<file path="config.mk">
export PLATFORM = sky130hd
export DESIGN_NAME = gpio_port_ioc
export DESIGN_NICKNAME = d
export VERILOG_FILES = /design/src/rtl/gpio_pkg.sv /design/src/rtl/gpio_sync.sv /design/src/rtl/gpio_regs.sv /design/src/rtl/gpio_ioc.sv /design/src/rtl/gpio_port_ioc.sv
export SDC_FILE = /design/constraint.sdc
export NUM_CORES = 1
export LEC_CHECK = 0
export BUFFER_PORTS_ARGS = -buffer_cell sky130_fd_sc_hd__buf_2
export CORE_MARGIN = 5
export CORE_UTILIZATION = 46
export DETAILED_ROUTE_END_ITERATION = 6
export GPL_TIMING_DRIVEN = 0
export PLACE_DENSITY = 0.82
export RECOVER_POWER = 100
export SLEW_MARGIN = 25
export SYNTH_ARGS = -nofsm -noshare
export SYNTH_HDL_FRONTEND = slang
export SYNTH_SLANG_ARGS = --single-unit
export TNS_END_PERCENT = 1
</file>
<file path="constraint.sdc">
create_clock -name clk -period 1.7 [get_ports clk]
set_input_delay 0.34 -clock clk [delete_from_list [all_inputs] [get_ports clk]]
set_output_delay 0.34 -clock clk [all_outputs]
set_load 0.02 [all_outputs]
</file>
<file path="src/rtl/gpio_pkg.sv">
package gpio_pkg;
    localparam int PORT_W  = 8;
    localparam int NPIN    = 6;
    localparam int IN_ONLY = 3;
    localparam logic [NPIN-1:0] CHG_MASK = 6'b001011;
    localparam logic [NPIN-1:0] OSC_MASK = 6'b110000;

    typedef logic [NPIN-1:0]   pin_vec_t;
    typedef logic [PORT_W-1:0] byte_t;

    typedef struct packed {
        pin_vec_t oe;
        pin_vec_t out;
    } pad_drive_t;

    function automatic pin_vec_t claimed_pins(pin_vec_t alt, logic ext_osc);
        return alt | (ext_osc ? OSC_MASK : '0);
    endfunction

    function automatic byte_t widen(pin_vec_t v);
        return {{(PORT_W-NPIN){1'b0}}, v};
    endfunction
endpackage

</file>
<file path="src/rtl/gpio_sync.sv">
module gpio_sync #(
    parameter int W      = 6,
    parameter int STAGES = 2
) (
    input  logic         clk,
    input  logic         rst,
    input  logic [W-1:0] d,
    output logic [W-1:0] q
);
    logic [W-1:0] stg [STAGES];

    always_ff @(posedge clk) begin
        if (rst) begin
            for (int k = 0; k < STAGES; k++) stg[k] <= '0;
        end else begin
            stg[0] <= d;
            for (int k = 1; k < STAGES; k++) stg[k] <= stg[k-1];
        end
    end

    assign q = stg[STAGES-1];

    generate
        if (STAGES >= 2) begin : g_chain_chk

            sync_chain_chk: assert property (@(posedge clk) disable iff (rst)
                q == $past(stg[STAGES-2]));
        end
    endgenerate
endmodule

</file>
<file path="src/rtl/gpio_regs.sv">
module gpio_regs
    import gpio_pkg::*;
(
    input  logic       clk,
    input  logic       rst,
    input  logic       wr_data_en,
    input  logic       wr_dir_en,
    input  pin_vec_t   wdata,
    input  pin_vec_t   claimed,
    output pin_vec_t   dir_q,
    output pad_drive_t drive
);
    pin_vec_t lat_q;

    generate
        for (genvar i = 0; i < NPIN; i++) begin : g_pin
            if (i == IN_ONLY) begin : g_in
                assign dir_q[i] = 1'b1;
                assign lat_q[i] = 1'b0;
            end else begin : g_io
                logic d_r, l_r;
                always_ff @(posedge clk) begin
                    if (rst) begin
                        d_r <= 1'b1;
                        l_r <= 1'b0;
                    end else begin
                        if (wr_dir_en)  d_r <= wdata[i];
                        if (wr_data_en) l_r <= wdata[i];
                    end
                end
                assign dir_q[i] = d_r;
                assign lat_q[i] = l_r;
            end
            assign drive.oe[i]  = ~dir_q[i] & ~claimed[i];
            assign drive.out[i] = drive.oe[i] & lat_q[i];
        end
    endgenerate


    latch_hold_chk: assert property (@(posedge clk) disable iff (rst)
        !wr_data_en |=> $stable(lat_q));

    dir_write_chk: assert property (@(posedge clk) disable iff (rst)
        wr_dir_en |=> dir_q == ($past(wdata) | pin_vec_t'(1 << IN_ONLY)));

    in_only_dir_chk: assert property (@(posedge clk) disable iff (rst)
        (wr_dir_en && !wdata[IN_ONLY]) |=> dir_q[IN_ONLY]);
endmodule

</file>
<file path="src/rtl/gpio_ioc.sv">
module gpio_ioc
    import gpio_pkg::*;
(
    input  logic     clk,
    input  logic     rst,
    input  pin_vec_t view,
    input  logic     rd_strobe,
    input  logic     ioc_en,
    input  logic     ioc_clr,
    output logic     flag
);
    pin_vec_t snap_q;
    logic     differs;
    logic     set_now;

    assign differs = |((view ^ snap_q) & CHG_MASK);
    assign set_now = ioc_en & differs;

    always_ff @(posedge clk) begin
        if (rst) begin
            snap_q <= '0;
            flag   <= 1'b0;
        end else begin
            if (rd_strobe) snap_q <= view & CHG_MASK;
            if (set_now)      flag <= 1'b1;
            else if (ioc_clr) flag <= 1'b0;
        end
    end


    ioc_set_chk: assert property (@(posedge clk) disable iff (rst)
        set_now |=> flag);

    ioc_gate_chk: assert property (@(posedge clk) disable iff (rst)
        (!flag && !ioc_en) |=> !flag);

    ioc_sticky_chk: assert property (@(posedge clk) disable iff (rst)
        (flag && !ioc_clr) |=> flag);

    ioc_clear_chk: assert property (@(posedge clk) disable iff (rst)
        (ioc_clr && !set_now) |=> !flag);
endmodule

</file>
<file path="src/rtl/gpio_port_ioc.sv">
module gpio_port_ioc
    import gpio_pkg::*;
#(
    parameter int SYNC_STAGES = 2
) (
    input  logic             clk,
    input  logic             rst,
    input  logic             wr_data_en,
    input  logic             wr_dir_en,
    input  logic [PORT_W-1:0] wdata,
    input  logic             rd_strobe,
    output logic [PORT_W-1:0] rd_data,
    output logic [PORT_W-1:0] rd_dir,
    input  logic [NPIN-1:0]  cfg_alt,
    input  logic             cfg_ext_osc,
    input  logic             pullup_en,
    input  logic             ioc_en,
    input  logic             ioc_clr,
    input  logic [NPIN-1:0]  pad_in,
    output logic [NPIN-1:0]  pad_out,
    output logic [NPIN-1:0]  pad_oe,
    output logic [NPIN-1:0]  pad_pu,
    output logic             ioc_flag
);
    pin_vec_t   claimed;
    pin_vec_t   sync_q;
    pin_vec_t   view;
    pin_vec_t   dir_q;
    pad_drive_t drive;

    assign claimed = claimed_pins(cfg_alt, cfg_ext_osc);

    gpio_sync #(.W(NPIN), .STAGES(SYNC_STAGES)) u_sync (
        .clk (clk),
        .rst (rst),
        .d   (pad_in),
        .q   (sync_q)
    );

    gpio_regs u_regs (
        .clk        (clk),
        .rst        (rst),
        .wr_data_en (wr_data_en),
        .wr_dir_en  (wr_dir_en),
        .wdata      (wdata[NPIN-1:0]),
        .claimed    (claimed),
        .dir_q      (dir_q),
        .drive      (drive)
    );

    assign view = sync_q & ~claimed;

    gpio_ioc u_ioc (
        .clk       (clk),
        .rst       (rst),
        .view      (view),
        .rd_strobe (rd_strobe),
        .ioc_en    (ioc_en),
        .ioc_clr   (ioc_clr),
        .flag      (ioc_flag)
    );

    assign rd_data = widen(view);
    assign rd_dir  = widen(dir_q);
    assign pad_out = drive.out;
    assign pad_oe  = drive.oe;
    assign pad_pu  = pullup_en ? CHG_MASK : '0;


    alt_quiet_chk: assert property (@(posedge clk) disable iff (rst)
        ((rd_data[NPIN-1:0] | pad_oe) & cfg_alt) == '0);

    osc_quiet_chk: assert property (@(posedge clk) disable iff (rst)
        cfg_ext_osc |-> (((rd_data[NPIN-1:0] | pad_oe) & OSC_MASK) == '0));

    in_only_pad_chk: assert property (@(posedge clk) disable iff (rst)
        !pad_oe[IN_ONLY] && !pad_out[IN_ONLY]);
endmodule

</file>
==> impl_results.md, run 1 <==
* Status: finished, final reports clean
* Core Area at 0.00225 mm^2
* MaxCap Viol Count at 0
* Clock sinks at 26
* Drt pass-1 iters at 4
* Worst-path cell chain: nor3_1 -> and2_1 -> buf_2
* R2r worst-path depth at 3
* Hpwl dp at between 1500 and 2000 um
* P&R area growth vs syn at 28.2%
* Crit path DAT at 1.26 ns
* Routed vias/inst at 4.50
* Fin crit period at 1.60 ns
* Synth Instances at 111
* Row cnt at 17
* Final Max Tran Viols at 0
* Hold Crit Class: in2reg
* FILL cells at 222
* GP Congestion at ~0.7
* Area contributors post-synth: dfxtp_1 47%, buf_4 12%, nor2b_1 10%, mux2i_1 7.2%, a211o_1 3.9%
* Die area at 0.00350 mm^2
* Tcrit/Tclk final at a little over nine tenths
* Setup repair after global routing missed its margin: false
* Share of the synthesized area in the top cell type at 46.8%
* Latest clock arrival within the worst-skew pair at between 0.3 and 0.4 ns
* CP Launch Type: flop
* Die Height at ~59 um
* P per Cell Area at 895 mW/mm^2
* Mapped cell area at 0.00111 mm^2
* H-tree level count at 1
* CP max stage delay at 0.35 ns
* GRT Overall Usage at a little over an eighth
* Port bufs at 47
* Worst setup margin at 0.0950 ns
* Synth area leader: dfxtp_1
* Post-synthesis sequential area ratio at 46.8%
* CTS resizes at 0
* Skew final at around 0.0094 ns
* Starting Density at 49.3%
* WL per Instance at 11.8 um
* Total CTS buffers at 3
* Nets at 200
* Initial antenna violation count at 0
* Final core occ at between 60% and 70%
* Worst Path Max Fanout at 3
* Die X at around 59 um
* Root Driver: clkbuf_4
* Clk pin slew, worst setup/hold paths at 0.14 ns
* N_diodes at 0
* DP Cell Count at roughly 190
* Leakage at 0.661 nW
* Setup TNS Final at 0 ns
* Crit-path slowest cell: dfxtp_1
* WP buf/inv at 1
* FF+latch area at 520 um^2
* Worst EP required at 1.36 ns
* Maximum clock frequency at 623 MHz
* Critical path endpoint category: output port
* I/O pin total at 64
* Layout cells sized above 1 at 28.8%
* First-pass GRT wire length at 3590 um
* Routed Antenna Nets at 0
* Crit-path leading delay family: simple AND/OR/NAND/NOR gates
* Maximum VDD drop at 1.01 mV
* Fin Hold WS at 0.210 ns
* Yosys warning count at 0
* WS Path Type: reg2out
* Post-Place Worst Slack at 0.349 ns
* Largest net degree at the start of global routing at 16
* Number of cells on the critical path at 3
* Vias in the first global route at 833
* Synth Register Bits at 26
* Fin. Hold Viols at 0
* Hold_buf cts at 0
* Gr ovfl total at 0
* CTS tree: done
* Hold depth at 2
* Via Count at 891
* Most frequent cells in the layout: 26 x clkbuf_1, 26 x dfxtp_1, 23 x buf_2
* Area of the multi-input gates at 454 um^2
* Unique masters post-synth at 18
* Clk buf depth at 2
* Layout Cells excl Fill at 198
* Total wire length at 2340 um
* Post-CTS Setup Inserts at 0
* Final setup viols at 0
* Initial DRC count at 13
* Avg Cell Area, Syn at 10.0 um^2
* DRC Markers at 0
-- kinds of logic after synthesis --
logic type | count (synthesis) | share of synthesized area [%]
xor gates and xnor gates | 3 | 2.37
muxes | 8 | 7.21
AOI/OAI and AO/OA | 7 | 5.41
other | 2 | 0.676
and+or+nand+nor | 42 | 23.2
DFF | 26 | 46.8
buffers and inverters | 23 | 14.3
-- cells in the mapped netlist (all sizes together) --
master,count
nor3b,2
inv,1
xnor2,3
conb,2
clkbuf,1
dfxtp,26
mux2i,8
a41oi,1
and2,5
nor3,2
nor2b,21
a21o,1
a211o,5
buf,21
nor2,11
nand2b,1
-- worst paths after layout --
check | from | endpoint | slack [ns]
setup / recovery | u_regs.g_pin[4].g_io.d_r | pad_out[4] | 0.1
hold / removal | pad_in[4] | u_sync.stg[0][4] | 0.21
setup reg to reg | u_sync.stg[0][6] | u_ioc.flag | 0.76
hold reg to reg | u_sync.stg[0][3] | u_sync.stg[0][9] | 0.46
-- metal layers --
metal  share of wire, %  up-vias  global-route usage [%]
met3                 10        5                    3.27
met2                 53       44                    25.9
met5                  0        -                       0
li1                   -      444                       -
met1                 36      398                    13.9
met4                1.5        0                    5.83
-- flip-flops by register name (all words and copies together) (netlist names) --
register and count:
u_ioc.flag 1, u_ioc.snap_q 3, u_regs.g_pin.g_io.d_r 5, u_regs.g_pin.g_io.l_r 5
u_sync.stg 12
-- worst reg2reg max path: cells and delay by family, from the launching register on --
family,cells,cell delay [ns]
AOI/OAI and AO/OA,1,0.13
xor gates and xnor gates,1,0.16
DFF,1,0.32
and+or+nand+nor,1,0.22
-- power breakdown --
group          switching, mW  leakage [nW]  internal [mW]
combinational          0.110         0.418         0.0919
clock                  0.182        0.0279          0.239
sequential            0.0131         0.215          0.640
-- stage by stage --
stage               power, mW  area (um^2)
floorplan               0.807         1140
global placement        0.870         1410
detailed placement      0.877         1410
CTS                      1.29         1460
global route             1.33         1420
finish                   1.28         1420
-- cell type report --
| cell class | instances | area share [%] |
|---|---|---|
| Multi-Input combinational cell | 70 | 31.9 |
| Timing Repair Buffer | 47 | 14.4 |
| Buffer | 22 | 10.7 |
| Inverter | 1 | 0.264 |
| Clock inverter | 1 | 2.11 |
| Tap cell | 28 | 2.46 |
| Sequential cell | 26 | 36.6 |
| Clock buffer | 3 | 1.58 |
Note: power is estimated with default switching activity, not from simulation.
==> inputs of run 2 (changes only) <==
--- a/config.mk
+++ b/config.mk
@@ -6,12 +6,12 @@
 export NUM_CORES = 1
 export LEC_CHECK = 0
 export BUFFER_PORTS_ARGS = -buffer_cell sky130_fd_sc_hd__buf_2
-export CORE_MARGIN = 5
 export CORE_UTILIZATION = 46
 export DETAILED_ROUTE_END_ITERATION = 6
 export GPL_TIMING_DRIVEN = 0
 export PLACE_DENSITY = 0.82
 export RECOVER_POWER = 100
+export SETUP_SLACK_MARGIN = 0.1
 export SLEW_MARGIN = 25
 export SYNTH_ARGS = -nofsm -noshare
 export SYNTH_HDL_FRONTEND = slang
==> constraint.sdc (replaced) <==
create_clock -name clk -period 1.7 [get_ports clk]
set_input_delay 0 -clock clk [delete_from_list [all_inputs] [get_ports clk]]
set_output_delay 0 -clock clk [all_outputs]
set_load 0.02 [all_outputs]
==> impl_results.md, run 2 (synthesized netlist as in run 1, its figures left out) <==
* Maximum clock frequency at 671 MHz (+7.7%)
* Gate power share at 17.8% (+2.0 points)
* Largest net degree at the start of global routing at 16 (unchanged)
* Crit-path slowest cell: dlygate4sd3_1
* Cell mode on critical path: dlygate4sd3_1
* DRC Markers at 0 (unchanged)
* P per Cell Area at 824 mW/mm^2 (-8.0%)
* Most frequent cells in the layout: 27 x clkbuf_1, 26 x dfxtp_1, 23 x buf_2
* Root Driver: clkbuf_4
* Setup repair after global routing missed its margin: false
* Worst R2R End: u_ioc.flag
* Total wire length at 2460 um (+5.0%)
* CTS tree: done
* Reg2reg start: u_sync.stg[0][7]
* Drt pass-1 iters at 3 (-1)
* Net Sw Power at 315 uW (+3.4%)
* H-tree level count at 1 (unchanged)
* Final Max Tran Viols at 0 (unchanged)
* Nets at 216 (+8.0%)
* Row cnt at 17 (unchanged)
* Flop pwr share at 49.9% (-1.3 points)
* CP max stage delay at 0.58 ns (+0.23 ns)
* Die Height at 51.1 um (-14%)
* CTS resizes at 0 (unchanged)
* Post-CTS Setup Inserts at 0 (unchanged)
* Flop-to-flop setup slack at 0.25 ns (-0.51 ns)
* Routed Antenna Nets at 0 (unchanged)
* Die X at 51.1 um (-14%)
* Internal power at 995 uW (+2.5%)
* Final setup viols at 0 (unchanged)
* Crit path DAT at 1.76 ns (+0.50 ns)
* Status: finished, final reports clean
* R2r worst-path depth at 4 (+1)
* MaxCap Viol Count at 0 (unchanged)
* Design Power at 1.31 mW (+2.7%)
* Setup crit start: ioc_clr
* Fin. Hold Viols at 0 (unchanged)
* Clock power share at 32.3% (-0.7 points)
* Initial antenna violation count at 0 (unchanged)
* Tcrit/Tclk final at 87.7% (-6.8 points)
* Skew final at 0.0109 ns (+0.00148 ns)
* Via Count at 961 (+7.9%)
* Layout cells sized above 1 at 26.3% (-2.5 points)
* Hold Crit Class: in2reg
* Hpwl dp at 1690 um (-11%)
* WL per Instance at 11.5 um (-2.9%)
* CP Capture Point: u_ioc.flag
* FILL cells at 193 (-13%)
* Worst EP required at 1.97 ns (+0.61 ns)
* Vias in the first global route at 950 (+14%)
* Starting Density at 49.3% (unchanged)
* Most common cell after layout, fill and taps aside: clkbuf_1
* Core Area at 0.00225 mm^2 (unchanged)
* I/O pin total at 64 (unchanged)
* Port bufs at 47 (unchanged)
* Die area at 0.00262 mm^2 (-25%)
* Worst Path Max Fanout at 2 (-1)
* Maximum VDD drop at 0.630 mV (-37%)
* GP Congestion at 0.779 (+10%)
* Clk pin slew, worst setup/hold paths at 0.13 ns (about the same)
* Clk buf depth at 2 (unchanged)
* GRT Overall Usage at 20.9% (+7.3 points)
* Critical path endpoint category: flop
* Regs by FF count: u_sync.stg x12, u_regs.g_pin.g_io.d_r x5, u_regs.g_pin.g_io.l_r x5
* Gr ovfl total at 0 (unchanged)
* Latest clock arrival within the worst-skew pair at 0.32 ns (about the same)
* P&R area growth vs syn at 43.1%
* Clock sinks at 26 (unchanged)
* Largest register FFs at 12 (unchanged)
* First-pass GRT wire length at 3960 um (+10%)
* Largest reg by FF count: u_sync.stg
* Total CTS buffers at 3 (unchanged)
* N_diodes at 0 (unchanged)
* Setup TNS Final at 0 ns (unchanged)
* WS Path Type: in2reg
* Leakage at 0.730 nW (+10%)
* Initial DRC count at 13 (unchanged)
* Worst-path cell chain: dlygate4sd3_1 -> buf_2 -> nand2b_1 -> a21o_1 -> a41oi_1 -> dlygate4sd3_1
* CP Launch Type: input port
* Routed vias/inst at 4.49 (-0.21%)
* Switch share at 24.0% (+0.16 points)
* Fin crit period at 1.49 ns (-0.115 ns)
* Hold_buf cts at 16 (+16)
## run 2: how the worst min path moves through the flow
| stage | cells past startpoint | startpoint | end | slack, ns |
|---|---|---|---|---|
| floorplan | 1 | cfg_alt[0] | rd_data[0] | 0.04 |
| global placement | 2 | pad_in[1] | u_sync.stg[0][1] | 0.21 |
| detailed placement | 2 | pad_in[4] | u_sync.stg[0][4] | 0.21 |
| CTS | 3 | rd_strobe | u_ioc.snap_q[1] | 0.004 |
| global route | 3 | rd_strobe | u_ioc.snap_q[0] | 0.02 |
| finish | 3 | rd_strobe | u_ioc.snap_q[1] | 0.003 |
## run 2: layout make-up
class	count	area, um^2	area share (%)
buffer	22	153	9.60
clock buffer	3	22.5	1.42
clock inverter	1	30.0	1.89
inverter	1	3.75	0.236
multi-input combinational	70	462	29.0
sequential	26	520	32.7
tap	28	35.0	2.20
timing repair buffer	63	364	22.9
## run 2: critical path, delay by kind of cell
| family | cells | cell delay [ns] |
|---|---|---|
| AOI/OAI and AO/OA | 2 | 0.37 |
| buffers and inverters | 3 | 1.24 |
| and+or+nand+nor | 1 | 0.15 |
## run 2: power groups by stage
stage / Combinational (mW) / Sequential (mW) / Clock, mW
2_1_floorplan: 0.143 / 0.664 / 0
3_3_place_gp: 0.203 / 0.665 / 0
3_5_place_dp: 0.210 / 0.666 / 0
4_1_cts: 0.238 / 0.653 / 0.421
5_1_grt: 0.252 / 0.658 / 0.448
6_report: 0.233 / 0.653 / 0.423
## run 2: per-stage QoR
stage               hold slack (ns)  instances  cell area, um^2  worst slack [ns]  util [%]
detailed placement            0.213        194             1410             0.825      62.6
floorplan                    0.0375        119             1140             0.531         -
global placement              0.207        194             1410             0.841      62.6
finish                      0.00303        214             1590             0.210      70.5
CTS                         0.00424        214             1620             0.300      72.0
global route                 0.0242        214             1590             0.162      70.5
## run 2: metal layers
metal | routed length [um] | vias up | part of all wire, % | track usage, %
li1 | - | 474 | - | -
met1 | 942 | 442 | 38 | 19.0
met2 | 1360 | 38 | 55 | 43.9
met3 | 95 | 7 | 3.9 | 2.08
met4 | 58 | 0 | 2.4 | 10.6
met5 | 0 | - | 0 | 0
==> inputs of run 3 (changes only) <==
--- a/config.mk
+++ b/config.mk
@@ -6,10 +6,12 @@
 export NUM_CORES = 1
 export LEC_CHECK = 0
 export BUFFER_PORTS_ARGS = -buffer_cell sky130_fd_sc_hd__buf_2
-export CORE_UTILIZATION = 46
+export CELL_PAD_IN_SITES_DETAIL_PLACEMENT = 1
+export CELL_PAD_IN_SITES_GLOBAL_PLACEMENT = 2
+export CORE_UTILIZATION = 25
 export DETAILED_ROUTE_END_ITERATION = 6
 export GPL_TIMING_DRIVEN = 0
-export PLACE_DENSITY = 0.82
+export PLACE_DENSITY = 0.8
 export RECOVER_POWER = 100
 export SETUP_SLACK_MARGIN = 0.1
 export SLEW_MARGIN = 25
==> impl_results.md, run 3 (synthesized netlist as in run 1, its figures left out) <==
* FF+latch area at 520 um^2 (unchanged)
* WS Path Type: reg2out
* Core Area at 0.00414 mm^2 (+84%)
* Clk buf depth at 2 (unchanged)
* Final Max Tran Viols at 0 (unchanged)
* Hpwl dp at 2130 um (+26%)
* CTS tree: done
* Die Height at 68.7 um (+34%)
* P per Cell Area at 815 mW/mm^2 (-1.0%)
* First-pass GRT wire length at 3970 um (+0.35%)
* Area of the multi-input gates at 439 um^2 (-4.9%)
* P&R area growth vs syn at 39.0%
* Setup repair after global routing missed its margin: false
* Maximum VDD drop at 0.508 mV (-19%)
* Nets at 211 (-2.3%)
* Routed Antenna Nets at 0 (unchanged)
* Critical path endpoint category: output port
* Clk pin slew, worst setup/hold paths at 0.09 ns (-0.04 ns)
* MaxCap Viol Count at 0 (unchanged)
* Post-CTS Setup Inserts at 0 (unchanged)
* Largest register FFs at 12 (unchanged)
* Maximum clock frequency at 810 MHz (+21%)
* Most frequent cells in the layout: 30 x clkbuf_1, 26 x dfxtp_1, 21 x nor2b_1
* Die X at 68.7 um (+34%)
* Layout cells sized above 1 at 23.8% (-2.6 points)
* H-tree level count at 1 (unchanged)
* CP Launch Type: flop
* Tcrit/Tclk final at 72.7% (-15 points)
* Largest net degree at the start of global routing at 15 (-1)
* Worst EP required at 1.70 ns (-0.27 ns)
* Clock sinks at 26 (unchanged)
* Largest reg by FF count: u_sync.stg
* Routed vias/inst at 4.00 (-11%)
* Initial DRC count at 7 (-6)
* Initial antenna violation count at 0 (unchanged)
* Leakage at 0.692 nW (-5.2%)
* Worst Path Max Fanout at 3 (+1)
* Vias in the first global route at 923 (-2.8%)
* Fin. Hold Viols at 0 (unchanged)
* Total wire length at 2640 um (+7.2%)
* Regs by FF count: u_sync.stg x12, u_regs.g_pin.g_io.d_r x5, u_regs.g_pin.g_io.l_r x5
* Most common cell after layout, fill and taps aside: clkbuf_1
* Root Driver: clkbuf_8
* Latest clock arrival within the worst-skew pair at 0.27 ns (-0.05 ns)
* Hold Crit Class: in2reg
* Skew final at 0.00601 ns (-0.00491 ns)
* Via Count at 925 (-3.7%)
* N_diodes at 0 (unchanged)
* Port bufs at 47 (unchanged)
* Gr ovfl total at 0 (unchanged)
* Drt pass-1 iters at 3 (unchanged)
* Die area at 0.00471 mm^2 (+80%)
* Design Power at 1.26 mW (-3.9%)
* FILL cells at 530 (+170%)
* Starting Density at 26.8% (-22 points)
* Crit path DAT at 1.24 ns (-0.52 ns)
* DRC Markers at 0 (unchanged)
* Row cnt at 23 (+6)
* Fin crit period at 1.24 ns (-0.255 ns)
* Setup TNS Final at 0 ns (unchanged)
* GP Congestion at 0.810 (+4.0%)
* WL per Instance at 11.4 um (-0.65%)
* I/O pin total at 64 (unchanged)
* Total CTS buffers at 3 (unchanged)
* GRT Overall Usage at 11.6% (-9.3 points)
* Final setup viols at 0 (unchanged)
* Status: finished, final reports clean
run 3: path summary, 6_finish.rpt:
kind	startpoint	to	slack (ns)	cells after the start
setup / recovery	u_regs.g_pin[5].g_io.d_r	pad_out[5]	0.46	3
hold / removal	rst	u_sync.stg[0][11]	0.002	2
setup reg to reg	u_sync.stg[0][7]	u_ioc.flag	0.71	3
hold reg to reg	u_sync.stg[0][1]	u_sync.stg[0][7]	0.45	1
run 3: cell type report:
class,count,share of cell area [%]
flip-flops and latches,26,33.7
multi-input cells,70,28.4
repair buffers,58,19.9
plain buffers,22,10.0
well taps,50,4.05
clock buffers,4,3.57
inverters,1,0.243
run 3: metrics by stage:
step           instance area, um^2  hold WS [ns]  utilization [%]  setup slack [ns]  std cells
2_1_floorplan                 1140        0.0375                -             0.531        119
3_3_place_gp                  1440         0.208             34.7             0.874        216
3_5_place_dp                  1440         0.218             34.7             0.819        216
4_1_cts                       1600       0.00256             38.7             0.544        231
5_1_grt                       1540       0.00771             37.3             0.368        231
6_report                      1540       0.00183             37.3             0.465        231
run 3: worst max-delay path, stage by stage, from the launching register on:
cell	delay, ns
dfxtp_1	0.34
nor3_1	0.25
and2_1	0.16
clkbuf_1	0.22
run 3: timing repair:
action / CTS / global route
hold buffers: 11 / 0
endpoints found under the hold margin: 15 / 0
setup endpoints to repair: 0 / 0
resized for setup: 0 / 0
run 3: per-layer routing:
metal	share of wire, %	GRT usage [%]	vias to the layer above
met5	0	0	-
met4	0	2.08	0
met3	6.9	3.13	0
met2	55	22.9	36
met1	38	12.0	424
li1	-	-	465
run 3: power breakdown:
group | total (mW) | switching (mW) | internal [mW]
registers | 0.653 | 0.0137 | 0.639
clock network | 0.386 | 0.180 | 0.207
logic | 0.219 | 0.113 | 0.106
total | 1.26 | 0.307 | 0.952
